==> config.mk <==
export PLATFORM = sky130hd
export DESIGN_NAME = intr_ctx_save
export DESIGN_NICKNAME = d
export VERILOG_FILES = /design/src/rtl/intr_ctx_save.sv
export SDC_FILE = /design/constraint.sdc
export NUM_CORES = 1
export LEC_CHECK = 0
export ABC_AREA = 1
export BUFFER_PORTS_ARGS = -buffer_cell sky130_fd_sc_hd__buf_2
export CAP_MARGIN = 20
export CORE_AREA = 2 2 672 674
export CTS_BUF_LIST = sky130_fd_sc_hd__clkbuf_16
export DETAILED_ROUTE_END_ITERATION = 7
export DIE_AREA = 0 0 674 676
export GPL_TIMING_DRIVEN = 0
export PLACE_DENSITY = 0.3
export SETUP_SLACK_MARGIN = 0.4
export SLEW_MARGIN = 20
export SYNTH_ARGS = -nofsm -noshare
export SYNTH_HDL_FRONTEND = slang
export SYNTH_SLANG_ARGS = --single-unit
==> constraint.sdc <==
create_clock -name clk -period 1 [get_ports clk]
set_clock_uncertainty 0.1 [all_clocks]
set_input_delay 0.1 -clock clk [delete_from_list [all_inputs] [get_ports clk]]
set_output_delay 0.1 -clock clk [all_outputs]
set_load 0.02 [all_outputs]
==> src/rtl/intr_ctx_save.sv <==
module intr_ctx_save #(
  parameter int DW       = 32,
  parameter int SPW      = 16,
  parameter int PSW_W    = 32,
  parameter int NGR      = 32,
  parameter int VEC_W    = 5,
  parameter int Q_BIT    = 3,
  parameter int M_BIT    = 4,
  parameter int E_BIT    = 8,
  parameter int HPMC_VEC = 1,
  parameter int PL_W     = 2,
  parameter int PL_RESET = 3
) (
  input  logic               clk,
  input  logic               rst_n,
  input  logic               accept,
  input  logic [VEC_W-1:0]   vec,
  input  logic [1:0]         grp,
  input  logic [PSW_W-1:0]   psw_pre,
  input  logic [PSW_W-1:0]   psw_post,
  input  logic               dflt_e,
  input  logic               iir_en,
  input  logic               addr_en,
  input  logic [DW-1:0]      instr,
  input  logic [SPW-1:0]     flt_space,
  input  logic [DW-1:0]      flt_off,
  input  logic [SPW-1:0]     ia_sq_front,
  input  logic [SPW-1:0]     ia_sq_back,
  input  logic [DW-1:0]      ia_oq_front,
  input  logic [DW-1:0]      ia_oq_back,
  input  logic [NGR*DW-1:0]  gr_file,
  output logic [PSW_W-1:0]   ipsw,
  output logic [PSW_W-1:0]   psw_new,
  output logic [PL_W-1:0]    priv,
  output logic [DW-1:0]      iir,
  output logic [SPW-1:0]     isr,
  output logic [DW-1:0]      ior,
  output logic [SPW-1:0]     iiasq_front,
  output logic [SPW-1:0]     iiasq_back,
  output logic [DW-1:0]      iiaoq_front,
  output logic [DW-1:0]      iiaoq_back,
  output logic [7*DW-1:0]    shadow
);

  localparam int NSHD = 7;
  localparam logic [1:0] GRP4 = 2'd3;

  logic [PSW_W-1:0] psw_sel;
  logic [PSW_W-1:0] psw_force;
  logic             q_saved;
  logic             q_live;

  assign psw_sel = (grp == GRP4) ? psw_post : psw_pre;
  assign q_saved = psw_sel[Q_BIT];
  assign q_live  = psw_pre[Q_BIT];

  always_comb begin
    psw_force        = '0;
    psw_force[E_BIT] = dflt_e;
    psw_force[M_BIT] = (vec == VEC_W'(HPMC_VEC));
  end

  always_ff @(posedge clk or negedge rst_n) begin
    if (!rst_n) begin
      ipsw    <= '0;
      psw_new <= '0;
      priv    <= PL_W'(PL_RESET);
    end else if (accept) begin
      ipsw    <= psw_sel;
      psw_new <= psw_force;
      priv    <= '0;
    end
  end

  always_ff @(posedge clk or negedge rst_n) begin
    if (!rst_n) begin
      iir <= '0;
    end else if (accept && q_saved && iir_en) begin
      iir <= instr;
    end
  end

  always_ff @(posedge clk or negedge rst_n) begin
    if (!rst_n) begin
      isr <= '0;
      ior <= '0;
    end else if (accept && q_saved && addr_en) begin
      isr <= flt_space;
      ior <= flt_off;
    end
  end

  always_ff @(posedge clk or negedge rst_n) begin
    if (!rst_n) begin
      iiasq_front <= '0;
      iiasq_back  <= '0;
      iiaoq_front <= '0;
      iiaoq_back  <= '0;
    end else if (q_live) begin
      iiasq_front <= ia_sq_front;
      iiasq_back  <= ia_sq_back;
      iiaoq_front <= ia_oq_front;
      iiaoq_back  <= ia_oq_back;
    end
  end

  for (genvar k = 0; k < NSHD; k++) begin : g_shd
    localparam int GR_IDX = 8 * ((k + 1) / 2) + ((k + 1) % 2);
    always_ff @(posedge clk or negedge rst_n) begin
      if (!rst_n)      shadow[k*DW +: DW] <= '0;
      else if (accept) shadow[k*DW +: DW] <= gr_file[GR_IDX*DW +: DW];
    end
  end

endmodule

==> results.yml <==
sta:
  maxSlewViolCount: 0
  fin_ws_ns: -0.9618
  min_period_ns: 1.962
  hold_violations: 549
  max_freq_mhz: 509.7
  slew_headroom: 0.5606
  rsz0062_at_grt: "true"
  fin_crit_sh: 1.962
  holdWs_ns: -0.8648
  tightest_slew_ns: 0.6591
  finalSetupViolations: 444
detailed_routing:
  drt-initial-drc-count: 816
  drc: 0
  ant_nets: 0
  num_vias: 19230
  wirelength_mm: 164.9
  vias_per_cell: 2.041
  wl_per_cell_um: 17.50
  dr.pass1.iters: 5
pwr:
  p_leak_nw: 18.51
  report.power.total_mw: 60.92
  power_density_mw_per_mm2: 1440
  ir_drop_mv: 1.250
yosys:
  yosysTopAreaCellShare: 0.6370
  yosys_register_bits: 435
  synth.avg_cell_area_um2: 9.856
  synthCells: 1730
  synth_area_leaders: "dfrtp_1 (64%), nand2_1 (19%), mux2_2 (6.3%)"
  yosys.area.top_type: "dfrtp_1"
  ys_warn_count: 0
  seq_area_frac_synth: 0.6385
  ys_types: 18
  synth_area_mm2: 0.01705
setup_path:
  cp-end-kind: "output pin"
  cp.arrival_ns: 1.76
  crit_fanout: 3
  path_class: "reg2out"
  worstRegToRegCells: 3
  r2r-end: "iiasq_back[9]"
  start_kind: "register"
  crit_required_ns: 0.80
  rr_startpoint: "iiasq_back[9]"
  reg2reg_slack_ns: -0.09
worst_hold_path:
  hold_class: "in2async"
cells_and_area:
  layout_common_cells: "nand2_1 (771), buf_6 (598), buf_2 (498)"
  area_growth_syn_to_layout_pct: 148.0
  stdcell_area_mm2: 0.04229
  fill_cells: 51923
  stdcell_count: 9424
  layout-drive-gt1-share: 0.4589
  nNetsFinal: 4688
  final_common_cell: "nand2_1"
cts:
  htree_levels: 2
  hold_buffers: 460
  cts_tree: "yes"
  cts.clk_slew.worst_paths_ns: 0.08
  clk_latency_ns: 0.74
  cts_inserted_buffers: 58
  cts.sinks: 435
  cts_root_buf: "clkbuf_16"
  clock_tree.buffer_depth: 3
place:
  placed_area_mm2: 0.02997
  dp.cells: 8627
  io_buffers: 909
  globalplace.congestion: 0.8163
  dpl_worst_slack_ns: -1.409
  place_hpwl_mm: 140.7
die:
  io_pins: 1743
  rows: 246
  die_w_um: 674
  dieArea_mm2: 0.4556
  core_area_mm2: 0.4478
  fp.dieH_um: 676
  start_util: 0.03807
status:
  violations: "hold timing, setup timing"
  status: "complete, but fails checks"
global_routing:
  grt_pass1_wl_mm: 203.1
  gr-total-overflow: 0
  grt_usage: 0.06876
  grt_max_degree: 86
  antenna_found_initial: 84
  first_global_vias: 19960
run:
  drv_cap: 0
synth_stat cells:
cell      number
mux2_2        96
inv_1          3
clkbuf_1      21
buf_2         70
a21oi_1       62
nand2_2        2
nand2_1      872
conb_1         1
nand3_2        2
dfrtp_1      434
buf_1          3
nor2_1        34
buf_6          6
inv_2          1
dfstp_2        1
buf_4         40
nand4_1       81
nand3_1        1
routing by layer:
metal  vias to the layer above  global-route usage  wire length [um]
met2                       908              0.1223             82210
met5                         -                   0               131
met4                        20             0.02259              6102
li1                       8851                   -                 -
met3                       236             0.02543             13930
met1                      9215             0.07509             62540
worst max-delay path by stage:
stage | start | endpoint | slack [ns] | depth (start not counted)
after detailed placement | grp[0] | ipsw[30] | -1.41 | 6
final | priv[0] | priv[1] | -0.96 | 2
after global routing | priv[0] | priv[1] | -1.11 | 2
after floorplan | psw_pre[3] | iiaoq_front[21] | 0.004 | 4
after CTS | priv[0] | priv[1] | -1.15 | 2
after global placement | rst_n | psw_new[4] | -11.84 | 1
registers in the layout, indices dropped and copies added (netlist names):
register	count
iiaoq_back	32
iiaoq_front	32
iiasq_back	16
iiasq_front	16
iir	32
ior	32
ipsw	32
isr	16
priv	1
psw_new	2
shadow	224
power breakdown:
| group | total (mW) | internal (mW) | switching (mW) | leakage [nW] |
|---|---|---|---|---|
| combinational | 18.4 | 9.11 | 9.28 | 12.3 |
| sequential | 21.4 | 19.6 | 1.80 | 5.22 |
| clock | 21.1 | 11.8 | 9.38 | 0.957 |
worst max-delay path: stages, from the launching register on:
cell and delay [ns]:
dfstp_4 0.72, buf_6 0.15, buf_6 0.11
cell type report:
cell class,count,area [um^2],share of cell area
clock inverter,47,376.6,0.008905
tap,5952,7447,0.1761
timing repair buffer,1592,14780,0.3495
multi-input combinational,1180,5972,0.1412
sequential,435,10920,0.2583
buffer,140,1274,0.03012
inverter,4,26.28,0.0006213
clock buffer,58,1451,0.03432
antenna,16,40.04,0.0009467
cells by family after synthesis:
family | share of synthesized area
and+or+nand+nor | 0.2314
DFF | 0.6385
buffers and inverters | 0.04829
muxes | 0.06340
AOI/OAI and AO/OA | 0.01820
other | 0.0002199
metrics by stage:
step / TNS [ns] / utilization
floorplan: 0 / -
global placement: -4790.65 / 0.06646
detailed placement: -279.49 / 0.06692
CTS: -258.49 / 0.09089
global route: -250.72 / 0.09436
finish: -206.94 / 0.09443
repair_timing:
| item | CTS | global route |
|---|---|---|
| gates cloned | 3 | 0 |
| hold endpoints to repair | 803 | 684 |
| gates resized for setup | 982 | 305 |
| pin swaps | 25 | 90 |
| setup endpoints to repair | 938 | 879 |
| setup buffers | 140 | 73 |
No activity file was read; power rests on OpenSTA's default activity.
